<file path="src/rtl/pcu_pkg.sv">
`timescale 1ns/1ps
package pcu_pkg;

    typedef enum logic [2:0] {
        ST_IDLE,
        ST_LOAD,
        ST_FILL,
        ST_FLUSH,
        ST_WAIT
    } pcu_state_e;

    function automatic logic state_is_busy(input pcu_state_e s);
        return (s == ST_FLUSH) || (s == ST_WAIT);
    endfunction

    function automatic logic state_is_open(input pcu_state_e s);
        return (s == ST_LOAD) || (s == ST_FILL);
    endfunction

endpackage

</file>
<file path="src/rtl/pcu_page_store.sv">
`timescale 1ns/1ps
module pcu_page_store #(
    parameter int unsigned PAGE_BITS = 6,
    parameter int unsigned DATA_W    = 8
) (
    input  logic                 clk,
    input  logic                 rst,
    input  logic                 clr_marks,
    input  logic                 host_we,
    input  logic [PAGE_BITS-1:0] host_ofs,
    input  logic [DATA_W-1:0]    host_data,
    input  logic                 fill_we,
    input  logic [PAGE_BITS-1:0] fill_ofs,
    input  logic [DATA_W-1:0]    fill_data,
    input  logic [PAGE_BITS-1:0] rd_ofs,
    output logic [DATA_W-1:0]    rd_data
);
    localparam int unsigned DEPTH = 1 << PAGE_BITS;

    logic [DATA_W-1:0] bytes_q [DEPTH];
    logic [DEPTH-1:0]  marks_q;

    // Preload data never overwrites an offset the host already wrote;
    // a host byte in the same cycle wins on a shared offset.
    always_ff @(posedge clk) begin
        if (fill_we && !marks_q[fill_ofs]) begin
            bytes_q[fill_ofs] <= fill_data;
        end
        if (host_we) begin
            bytes_q[host_ofs] <= host_data;
        end
    end

    always_ff @(posedge clk) begin
        if (rst || clr_marks) begin
            marks_q <= '0;
        end else if (host_we) begin
            marks_q[host_ofs] <= 1'b1;
        end
    end

    assign rd_data = bytes_q[rd_ofs];

endmodule

</file>
<file path="src/rtl/pcu_cycle_timer.sv">
`timescale 1ns/1ps
module pcu_cycle_timer #(
    parameter int unsigned TICKS = 5000
) (
    input  logic clk,
    input  logic rst,
    input  logic clear,
    input  logic run,
    input  logic tick,
    output logic done
);
    generate
        if (TICKS <= 1) begin : g_direct
            assign done = run && tick;
        end else begin : g_count
            localparam int unsigned CW = $clog2(TICKS);
            localparam logic [CW-1:0] TERM = CW'(TICKS - 1);
            logic [CW-1:0] cnt_q;

            always_ff @(posedge clk) begin
                if (rst || clear) begin
                    cnt_q <= '0;
                end else if (run && tick) begin
                    cnt_q <= cnt_q + 1'b1;
                end
            end

            assign done = run && tick && (cnt_q == TERM);
        end
    endgenerate

endmodule

</file>
<file path="src/rtl/page_commit_unit.sv">
`timescale 1ns/1ps
module page_commit_unit
    import pcu_pkg::*;
#(
    parameter int unsigned ADDR_W      = 15,
    parameter int unsigned PAGE_BITS   = 6,
    parameter int unsigned DATA_W      = 8,
    parameter int unsigned CYCLE_TICKS = 5000
) (
    input  logic              clk,
    input  logic              rst,
    input  logic              addr_load,
    input  logic [ADDR_W-1:0] addr_in,
    input  logic              byte_valid,
    input  logic [DATA_W-1:0] byte_data,
    input  logic              stop_strb,
    input  logic              abort_strb,
    input  logic              wp_in,
    input  logic              tick,
    output logic              busy,
    output logic              mem_re,
    output logic [ADDR_W-1:0] mem_raddr,
    input  logic [DATA_W-1:0] mem_rdata,
    output logic              mem_we,
    output logic [ADDR_W-1:0] mem_waddr,
    output logic [DATA_W-1:0] mem_wdata,
    output logic [ADDR_W-1:0] ptr_out
);
    localparam int unsigned BASE_W = ADDR_W - PAGE_BITS;
    localparam logic [PAGE_BITS-1:0] LAST_OFS = {PAGE_BITS{1'b1}};

    pcu_state_e           state_q;
    logic [ADDR_W-1:0]    ptr_q;
    logic [BASE_W-1:0]    base_q;
    logic [PAGE_BITS-1:0] ofs_q;
    logic                 have_data_q;
    logic                 pend_q;
    logic                 rd_v_q;
    logic [PAGE_BITS-1:0] rd_ofs_q;
    logic [DATA_W-1:0]    page_rd;

    logic busy_int, open_txn, take_load, take_byte, take_stop, take_abort;
    logic do_commit, last_ofs, timer_done, timer_clear;

    assign busy_int   = state_is_busy(state_q) || pend_q;
    assign open_txn   = state_is_open(state_q) && !pend_q;
    assign take_load  = addr_load && !busy_int;
    assign take_byte  = open_txn && byte_valid && !addr_load;
    assign take_stop  = open_txn && stop_strb && !addr_load;
    assign take_abort = open_txn && abort_strb && !addr_load && !stop_strb;
    assign do_commit  = take_stop && have_data_q && !wp_in;
    assign last_ofs   = (ofs_q == LAST_OFS);
    assign timer_clear = (state_q == ST_FLUSH) && last_ofs;

    always_ff @(posedge clk) begin
        if (rst) begin
            state_q     <= ST_IDLE;
            ptr_q       <= '0;
            base_q      <= '0;
            ofs_q       <= '0;
            have_data_q <= 1'b0;
            pend_q      <= 1'b0;
            rd_v_q      <= 1'b0;
            rd_ofs_q    <= '0;
        end else begin
            rd_v_q   <= (state_q == ST_LOAD);
            rd_ofs_q <= ofs_q;
            if (take_load) begin
                state_q     <= ST_LOAD;
                ptr_q       <= addr_in;
                base_q      <= addr_in[ADDR_W-1:PAGE_BITS];
                ofs_q       <= '0;
                have_data_q <= 1'b0;
                pend_q      <= 1'b0;
            end else begin
                if (take_byte) begin
                    ptr_q       <= {ptr_q[ADDR_W-1:PAGE_BITS], ptr_q[PAGE_BITS-1:0] + 1'b1};
                    have_data_q <= 1'b1;
                end
                unique case (state_q)
                    ST_LOAD: begin
                        ofs_q <= ofs_q + 1'b1;
                        if (do_commit) begin
                            pend_q <= 1'b1;
                        end
                        if ((take_stop && !do_commit) || take_abort) begin
                            state_q <= ST_IDLE;
                        end else if (last_ofs) begin
                            if (pend_q || do_commit) begin
                                state_q <= ST_FLUSH;
                                pend_q  <= 1'b0;
                            end else begin
                                state_q <= ST_FILL;
                            end
                        end
                    end
                    ST_FILL: begin
                        if (do_commit) begin
                            state_q <= ST_FLUSH;
                            ofs_q   <= '0;
                        end else if (take_stop || take_abort) begin
                            state_q <= ST_IDLE;
                        end
                    end
                    ST_FLUSH: begin
                        ofs_q <= ofs_q + 1'b1;
                        if (last_ofs) begin
                            state_q <= ST_WAIT;
                        end
                    end
                    ST_WAIT: begin
                        if (timer_done) begin
                            state_q <= ST_IDLE;
                        end
                    end
                    default: ;
                endcase
            end
        end
    end

    pcu_page_store #(
        .PAGE_BITS (PAGE_BITS),
        .DATA_W    (DATA_W)
    ) u_store (
        .clk       (clk),
        .rst       (rst),
        .clr_marks (take_load),
        .host_we   (take_byte),
        .host_ofs  (ptr_q[PAGE_BITS-1:0]),
        .host_data (byte_data),
        .fill_we   (rd_v_q),
        .fill_ofs  (rd_ofs_q),
        .fill_data (mem_rdata),
        .rd_ofs    (ofs_q),
        .rd_data   (page_rd)
    );

    pcu_cycle_timer #(
        .TICKS (CYCLE_TICKS)
    ) u_timer (
        .clk   (clk),
        .rst   (rst),
        .clear (timer_clear),
        .run   (state_q == ST_WAIT),
        .tick  (tick),
        .done  (timer_done)
    );

    assign busy      = busy_int;
    assign mem_re    = (state_q == ST_LOAD);
    assign mem_raddr = {base_q, ofs_q};
    assign mem_we    = (state_q == ST_FLUSH);
    assign mem_waddr = {base_q, ofs_q};
    assign mem_wdata = page_rd;
    assign ptr_out   = ptr_q;

endmodule

</file>
<file path="config.mk">
export PLATFORM = sky130hd
export DESIGN_NAME = page_commit_unit
export DESIGN_NICKNAME = d
export VERILOG_FILES = /design/src/rtl/pcu_pkg.sv /design/src/rtl/pcu_page_store.sv /design/src/rtl/pcu_cycle_timer.sv /design/src/rtl/page_commit_unit.sv
export SDC_FILE = /design/constraint.sdc
export NUM_CORES = 1
export LEC_CHECK = 0
export ABC_AREA = 0
export BUFFER_PORTS_ARGS = -buffer_cell sky130_fd_sc_hd__buf_2
export CAP_MARGIN = 20
export CORE_ASPECT_RATIO = 1.2
export CORE_MARGIN = 2
export CORE_UTILIZATION = 50
export CTS_CLUSTER_SIZE = 16
export DETAILED_ROUTE_END_ITERATION = 16
export HOLD_SLACK_MARGIN = 0.02
export PLACE_DENSITY = 0.66
export SKIP_LAST_GASP = 1
export SLEW_MARGIN = 10
export SYNTH_ARGS = -nofsm -noshare
export SYNTH_HDL_FRONTEND = slang
export SYNTH_HIERARCHICAL = 1
export SYNTH_SLANG_ARGS = --single-unit
</file>
<file path="constraint.sdc">
create_clock -name clk -period 7.6 [get_ports clk]
set_clock_uncertainty 0.15 [all_clocks]
set_input_delay 0.76 -clock clk [delete_from_list [all_inputs] [get_ports clk]]
set_output_delay 0.76 -clock clk [all_outputs]
set_load 0.1 [all_outputs]
</file>
==> qor.csv, run 1 <==
metric;value;unit
status;finished, final reports clean;
drc;0;
cpMaxStageDelayCell;dfxtp_4;
path_class;reg2out;
multi_input_area;0.0130;mm^2
die_h;281;um
cts.sinks;631;
p_total;7580;uW
cts_made_buffers;66;
synth_cells;2245;
fmaxAchievable;0.207;GHz
row_count;101;
antenna_cells;0;
nets;2290;
via_count;20400;
slew_headroom;0.218;
gp_congestion;0.971;
dr.pass1.iters;8;
drv_slew;0;
hold_viol;0;
cts_tree;done;
ys_ff_latch;631;
critPathBufInv;2;
drtIter0Drc;2278;
synth.cell_area;0.0319;mm^2
design_area;0.0351;mm^2
grt_overflow;0;
detail_route.vias_per_cell;6.52;
synthFlopType;edfxtp_1;
wirelength;93700;um
synth.distinct_cells;85;
yosysWarnings;6;
critPathTopFamily;multiplexers;
antenna_found_initial;1;
setup_viol;0;
clk_path_buf_depth;3;
portBuffers;94;
grt_first_pass_wirelength;137000;um
cts_root_buffer;clkbuf_16;
synth_edf_count;512;
grt_max_degree;68;
synth_top_area_share;0.481;
leakage;0.0111;uW
cp_slowest_stage_delay;0.70;ns
tightest_slew;1.17;ns
final_util;0.555;
cts_resized;0;
drive_above_1_share;0.422;
cap_violations;0;
rsz0062_at_grt;false;
synth_nets;2287;
initial_utilization;0.506;
path_max_fanout;67;
dp_hpwl;58500;um
final-seq-area;0.0178;mm^2
crit_required;6.69;ns
hold_ws;0.281;ns
post-route-period-util;0.635;
pin_count;95;
coreArea;0.0632;mm^2
ys_seq_area_frac;0.556;
peakVddDrop;0.136;mV
synth_top_area_cell;edfxtp_1;
power_density;216;mW/mm^2
ant_nets;0;
clkLatencyLatePin;0.62;ns
final_common_cell;mux2_2;
grt_pass1_vias;20200;
path_clk_slew;0.06;ns
grt.total_usage;0.280;
endpoint_kind;output port;
cts_setup_buffers;0;
htreeDepth;3;
critPathLaunchType;flop;
layout_common_cells;mux2_2 (516), edfxtp_1 (512), mux4_2 (126);
syn2layout_area_growth;9.72;%
ys_top_cells_by_area;edfxtp_1 (48%), mux2_2 (18%), mux4_2 (8.9%);
fp.dieW;235;um
timing.critical_path.cells;buf_12, mux4_1, mux4_2, nand3_1, o211ai_1, buf_2;
place_area;0.0328;mm^2
period_needed;4.83;ns
dieArea;0.0659;mm^2
synth_async_sr_flop_share;0;
wl_per_cell;30.0;um
min_path_type;in2reg;
crit_arrival;3.92;ns
synth_area_per_cell;14.2;um^2
fill_cells;5129;
tns;0;ns
postCtsHoldBufs;0;
cell type report:
cell class                      count  area share
Clock inverter                     38      0.0114
Timing Repair Buffer              156      0.0273
Multi-Input combinational cell   1353       0.371
Inverter                           40     0.00428
Sequential cell                   631       0.507
Clock buffer                       84      0.0499
Tap cell                          824      0.0294
tightest hold or removal path: stages:
cell and delay, ns:
buf_2 0.10, nand2_1 0.06, a21oi_1 0.05
power breakdown:
group | leakage [uW] | internal (uW) | switching [uW] | total (uW)
registers | 0.00557 | 3740 | 27.7 | 3770
logic | 0.00449 | 177 | 367 | 545
clock network | 0.00104 | 1880 | 1380 | 3260
total | 0.0111 | 5800 | 1780 | 7580
registers in the layout, indices dropped and copies added (netlist names):
register,count
base_q,9
have_data_q,1
ofs_q,6
pend_q,1
ptr_out,15
rd_ofs_q,6
rd_v_q,1
state_q,3
u_store/bytes_q,512
u_store/marks_q,64
u_timer/g_count.cnt_q,13
routing by layer:
layer	wire, um	track usage	part of all wire	up-vias
met5	8	0	0.000085	-
met3	6690	0.0444	0.071	229
met4	4430	0.137	0.047	2
li1	-	-	-	8670
met2	46000	0.465	0.49	952
met1	36600	0.361	0.39	10500
synth_stat cells, types with 10 or more instances:
master,instances
edfxtp_1,512
o21ai_0,36
a22oi_1,10
buf_4,23
nand2_1,111
buf_1,33
mux2i_1,37
nor2_2,31
dfxtp_1,119
nor2_1,113
o22ai_1,45
mux2_2,516
nand3_1,27
buf_2,30
nand4_1,11
mux4_2,126
nor2b_1,15
clkbuf_1,124
inv_1,38
a211oi_1,11
a21oi_1,63
worst paths after layout:
kind	startpoint	end	slack, ns	cells past startpoint
setup / recovery	ofs_q[1]	mem_wdata[0]	2.77	6
setup reg to reg	state_q[2]	u_store/bytes_q[57][6]	3.52	7
hold reg to reg	u_store/marks_q[34]	u_store/marks_q[34]	0.29	2
hold / removal	addr_in[10]	base_q[4]	0.28	3
metrics by stage:
step / cells / setup slack [ns]
finish: 3126 / 2.77
global route: 3126 / 2.57
CTS: 3118 / 2.71
detailed placement: 2996 / 3.27
global placement: 2994 / 3.25
floorplan: 2245 / 2.90
kinds of logic (layout without fill, tap and decap cells):
group,Yosys count,in the layout,share of synthesized area
AOI/OAI and AO/OA,251,251,0.0520
xor gates and xnor gates,6,6,0.00164
adders and majority gates,3,3,0.00117
buffers and inverters,261,318,0.0375
DFF,631,631,0.556
muxes,683,683,0.286
and+or+nand+nor,410,410,0.0664
(Power assumes the default switching activity.)
==> inputs of run 2 (changes only) <==
- clock period: 7.6 -> 4.89 ns (I/O delays scaled with it)
==> run 2 against run 1 <==
  * Die area is the same
  * Count of clock-buffer cells in the layout up 17
  * Via count up 1.7%
  * Critical endpoint is now mem_wdata[3]
==> qor.csv, run 2 (same netlist as run 1, synthesis figures left out) <==
metric;value;unit;change
drc;0;;unchanged
htreeDepth;3;;unchanged
r2r_cells;7;;unchanged
p_comb_frac;0.073;;about the same
power_density;337;mW/mm^2;+56%
rsz0062_at_grt;false;;
via_count;20700;;+1.7%
place_inst;3011;;+0.50%
clk_path_buf_depth;3;;unchanged
initial_utilization;0.506;;unchanged
design_area;0.0353;mm^2;+0.79%
place_area;0.0330;mm^2;+0.43%
path_max_fanout;32;;-52%
pre_cts_ws;0.987;ns;-2.28 ns
hp-start;tick;;
pin_count;95;;unchanged
leakage;0.0112;uW;+1.2%
cpMostUsedCell;mux4_2;;
detail_route.vias_per_cell;6.58;;+0.97%
setup_viol;0;;unchanged
slew_headroom;0.234;;+0.0153
fp.dieW;235;um;unchanged
peakVddDrop;0.305;mV;+120%
status;finished, final reports clean;;
layout_common_cells;mux2_2 (516), edfxtp_1 (512), mux4_2 (126);;
nets;2314;;+1.0%
tns;0;ns;unchanged
ant_nets;0;;unchanged
regMostFlops;u_store/bytes_q;;
path_clk_slew;0.06;ns;about the same
dp_hpwl;61400;um;+5.0%
hold_viol;0;;unchanged
reg2reg_from;state_q[2];;
sequentialPowerShare;0.493;;-0.005
critPathLaunchType;flop;;
crit_required;4.25;ns;-2.44 ns
cap_violations;0;;unchanged
grt.total_usage;0.289;;+0.00870
p_switching;2730;uW;+54%
grt_overflow;0;;unchanged
postCtsHoldBufs;11;;+11
cts_made_buffers;67;;+1.5%
syn2layout_area_growth;10.6;%;
reg2reg_slack;1.03;ns;-2.49 ns
fin_ws;0.446;ns;-2.32 ns
cp_slowest_stage_delay;0.74;ns;+0.04 ns
wl_per_cell;30.4;um;+1.3%
drv_slew;0;;unchanged
r2r_end;u_store/bytes_q[53][0];;
critPathTopFamily;multiplexers;;
grt_first_pass_wirelength;141000;um;+2.9%
swShare;0.230;;-0.00456
portBuffers;94;;unchanged
critPathBufInv;2;;unchanged
min_path_type;in2reg;;
largest_reg_flops;512;;unchanged
endpoint_kind;output port;;
cts_resized;0;;unchanged
wirelength;95700;um;+2.1%
crit_arrival;3.80;ns;-0.12 ns
coreArea;0.0632;mm^2;unchanged
path_class;reg2out;;
cts.sinks;631;;unchanged
drive_above_1_share;0.421;;-0.000732
post-route-period-util;0.909;;
p_clk_frac;0.434;;+0.003
antenna_found_initial;1;;unchanged
final_cells;3150;;+0.77%
hold_path_end;u_timer/g_count.cnt_q[1];;
cpMaxStageDelayCell;dfxtp_2;;
row_count;101;;unchanged
cts_tree;done;;
tightest_slew;1.15;ns;-0.0229 ns
dieArea;0.0659;mm^2;unchanged
grt_pass1_vias;20800;;+2.8%
final_common_cell;mux2_2;;
period_needed;4.44;ns;
dr.pass1.iters;5;;-3
internal_power;9160;uW;+58%
gp_congestion;0.973;;+0.15%
cts_setup_buffers;0;;unchanged
clkLatencyLatePin;0.60;ns;-0.02 ns
fmaxAchievable;0.225;GHz;
grt_max_degree;65;;-4.4%
die_h;281;um;unchanged
timing.critical_path.cells;buf_4, mux4_2, mux4_2, nand3_1, o211ai_1, buf_2;;
drtIter0Drc;2212;;-2.9%
cts_root_buffer;clkbuf_16;;
worstHoldPathCells;3;;unchanged
-- run 2: changes by cell type in the layout (fill, tap and decap cells not counted), moves of 2 or more --
cell and change:
clkinv_8 -2, inv_6 -3, dlygate4sd3_1 +11, buf_2 +3, clkbuf_16 +4, buf_12 +2
clkinvlp_4 -2, clkinv_1 -5, buf_4 +8, clkbuf_8 +3, clkbuf_1 +9, clkinv_2 -4
-- run 2: how the worst max path moves through the flow --
stage / startpoint / to / slack (ns) / depth (start not counted)
floorplan: ofs_q[0] / mem_wdata[5] / 0.47 / 6
global placement: addr_load / u_store/bytes_q[33][1] / 1.06 / 8
detailed placement: addr_load / u_store/bytes_q[53][0] / 0.99 / 8
CTS: ofs_q[1] / mem_wdata[2] / 0.41 / 7
global route: ofs_q[2] / mem_wdata[2] / 0.43 / 6
finish: ofs_q[4] / mem_wdata[3] / 0.45 / 6
-- run 2: area by class of cell --
class | instances | area, um^2
antenna | 1 | 2.50
clock buffer | 101 | 1940
clock inverter | 21 | 256
fill | 5139 | 27900
inverter | 40 | 150
multi-input combinational | 1353 | 13000
sequential | 631 | 17800
tap | 824 | 1030
timing repair buffer | 179 | 1190
-- run 2: power groups by stage --
stage               logic (uW)  registers, uW  clock network [uW]
global placement           822           5980                   0
finish                     868           5860                5160
floorplan                  557           6040                   0
global route               909           5860                5440
CTS                        853           5860                5220
detailed placement         842           5980                   0
-- run 2: stage by stage --
step | hold WS, ns | power (uW) | util
6_report | 0.0620 | 11900 | 0.559
5_1_grt | 0.0611 | 12200 | 0.559
4_1_cts | 0.0284 | 11900 | 0.558
3_5_place_dp | 0.286 | 6820 | 0.522
3_3_place_gp | 0.279 | 6800 | 0.522
2_1_floorplan | 0.271 | 6600 | -
-- run 2: per-layer routing --
| layer | GRT usage | vias to the layer above | part of all wire |
|---|---|---|---|
| met3 | 0.0538 | 203 | 0.081 |
| met4 | 0.125 | 2 | 0.038 |
| met1 | 0.374 | 10800 | 0.39 |
| met2 | 0.478 | 1023 | 0.49 |
| li1 | - | 8748 | - |
| met5 | 0 | - | 0.00017 |
-- run 2: tightest hold or removal path, cell delays in order --
cell	delay [ns]
buf_2	0.13
nand3_1	0.08
a21oi_1	0.06
==> inputs of run 3 (changes only) <==
- CTS_CLUSTER_SIZE: 16 -> 14
- PLACE_DENSITY: 0.66 -> 0.69
- clock period: 4.89 -> 3.7 ns (I/O delays scaled with it)
==> run 3 against run 2 <==
  * Combinational power up 39%
  * Total power up 31%
  * Count of clock-buffer cells in the layout down 11
  * Critical path type unchanged
  * Largest cell class unchanged
  * Highest routed layer is now met4
==> qor.csv, run 3 (same netlist as run 1, synthesis figures left out) <==
metric;value;unit;change
ant_nets;0;;unchanged
period_needed;3.67;ns;
leakage;0.0117;uW;+4.4%
use_met2;0.480;;+0.00211
grt.total_usage;0.279;;-0.00982
cts_root_buffer;clkbuf_16;;
detail_route.vias_per_cell;6.44;;-2.1%
hold_viol;0;;unchanged
grt_max_degree;65;;unchanged
nets;2403;;+3.8%
fmaxAchievable;0.272;GHz;
timing.critical_path.cells;buf_8, mux4_2, a22oi_1, nand4_1, a22o_1, buf_12;;
peakVddDrop;0.390;mV;+28%
tightest_slew;1.16;ns;+0.0129 ns
dieArea;0.0659;mm^2;unchanged
syn2layout_area_growth;13.2;%;
cap_violations;0;;unchanged
drive_above_1_share;0.444;;+0.0230
endpoint_kind;output port;;
tns;0;ns;unchanged
grt_pass1_vias;21100;;+1.4%
min_path_type;in2reg;;
crit_required;3.18;ns;-1.07 ns
setup_viol;0;;unchanged
p_comb_frac;0.077;;+0.004
grt_first_pass_wirelength;137000;um;-2.6%
gp_congestion;0.917;;-5.7%
dp_hpwl;60300;um;-1.8%
top_usage_layer;met2;;
design_area;0.0362;mm^2;+2.4%
wl_per_cell;28.7;um;-5.6%
clk_path_buf_depth;3;;unchanged
fp.dieW;235;um;unchanged
wirelength;92800;um;-3.1%
reg2reg_from;state_q[2];;
drv_slew;0;;unchanged
cpMaxStageDelayCell;dfxtp_2;;
crit_arrival;3.15;ns;-0.65 ns
critPathBufInv;2;;unchanged
antenna_cells;0;;-1
swShare;0.234;;+0.00400
critPathTopFamily;compound AO/OA/AOI/OAI gates;;
antenna_found_initial;1;;unchanged
fill_cells;4988;;-2.9%
rsz0062_at_grt;false;;
post-route-period-util;0.992;;
cts.sinks;631;;unchanged
cp_slowest_stage_delay;0.57;ns;-0.17 ns
path_max_fanout;26;;-19%
drc;0;;unchanged
place_area;0.0337;mm^2;+2.2%
cts_made_buffers;66;;-1.5%
largest_reg_flops;512;;unchanged
htreeDepth;3;;unchanged
hp-start;addr_load;;
layout_common_cells;mux2_2 (516), edfxtp_1 (512), buf_4 (147);;
power_density;431;mW/mm^2;+28%
regMostFlops;u_store/bytes_q;;
coreArea;0.0632;mm^2;unchanged
initial_utilization;0.506;;unchanged
reg2reg_slack;0.22;ns;-0.81 ns
cts_tree;done;;
globalRouteMet1Util;0.351;;-0.0235
status;finished, final reports clean;;
sequentialPowerShare;0.496;;+0.003
clkLatencyLatePin;0.62;ns;+0.02 ns
path_class;reg2out;;
portBuffers;94;;unchanged
dr.pass1.iters;7;;+2
internal_power;12000;uW;+30%
drtIter0Drc;2086;;-5.7%
p_clk_frac;0.427;;-0.007
grt_use_met3;0.0416;;-0.0122
die_h;281;um;unchanged
row_count;101;;unchanged
pin_count;95;;unchanged
critPathLaunchType;flop;;
via_count;20900;;+0.58%
path_clk_slew;0.06;ns;about the same
slew_headroom;0.225;;-0.00862
p_switching;3650;uW;+33%
grt_overflow;0;;unchanged
final_common_cell;mux2_2;;
crit_path_start;ofs_q[2];;
[run 3: cell count changes in the layout (fill, tap and decap cells not counted), moves of 4 or more]
cell           change
buf_12            +12
buf_2             -11
buf_4             +80
clkbuf_1           -6
clkinv_2           +4
clkinvlp_4         +6
dlygate4sd3_1      +6
[run 3: through the flow]
step / hold slack, ns / setup slack (ns) / util / cells / total power, uW
after floorplan: 0.271 / 0.00972 / - / 2245 / 8720
after global placement: 0.278 / 0.367 / 0.533 / 3087 / 9020
after detailed placement: 0.286 / 0.229 / 0.533 / 3087 / 9060
after CTS: 0.148 / 0.0101 / 0.571 / 3230 / 15700
after global routing: 0.231 / 0.00214 / 0.572 / 3236 / 16000
final: 0.187 / 0.0279 / 0.572 / 3236 / 15600
[run 3: area by class of cell]
| type | count | area (um^2) | share of cell area |
|---|---|---|---|
| clock inverter | 29 | 322 | 0.00889 |
| sequential | 631 | 17800 | 0.491 |
| timing repair buffer | 269 | 2070 | 0.0572 |
| multi-input combinational | 1353 | 13000 | 0.359 |
| inverter | 40 | 154 | 0.00425 |
| clock buffer | 90 | 1830 | 0.0505 |
| tap | 824 | 1030 | 0.0285 |
[run 3: worst paths after layout]
kind                                          endpoint  cells after the start
worst max register to register  u_store/bytes_q[52][1]                      9
worst max-delay path                      mem_wdata[2]                      6
worst min register to register     u_store/marks_q[40]                      2
worst min-delay path                            pend_q                      5
[run 3: repair_timing]
item                                    CTS  global route
endpoints found under the setup margin    8             5
endpoints found under the hold margin    29             0
setup buffers                             7             6
resized for setup                         4             2
hold buffers                             17             0
[run 3: per-layer routing]
layer | vias up | part of all wire
met5 | - | 0
met4 | 0 | 0.042
met3 | 198 | 0.074
met2 | 1013 | 0.50
met1 | 10700 | 0.38
li1 | 8895 | -
[run 3: tightest hold or removal path, stage by stage]
cell and delay, ns:
buf_2 0.12, or2_4 0.14, nor4_1 0.05, o22ai_1 0.13, a21oi_1 0.10
[run 3: power by group through the flow]
stage	clock network, uW	registers [uW]	logic, uW
5_1_grt	7000	7730	1260
3_5_place_dp	0	7890	1170
4_1_cts	6750	7730	1190
3_3_place_gp	0	7890	1140
2_1_floorplan	0	7980	736
6_report	6660	7740	1210
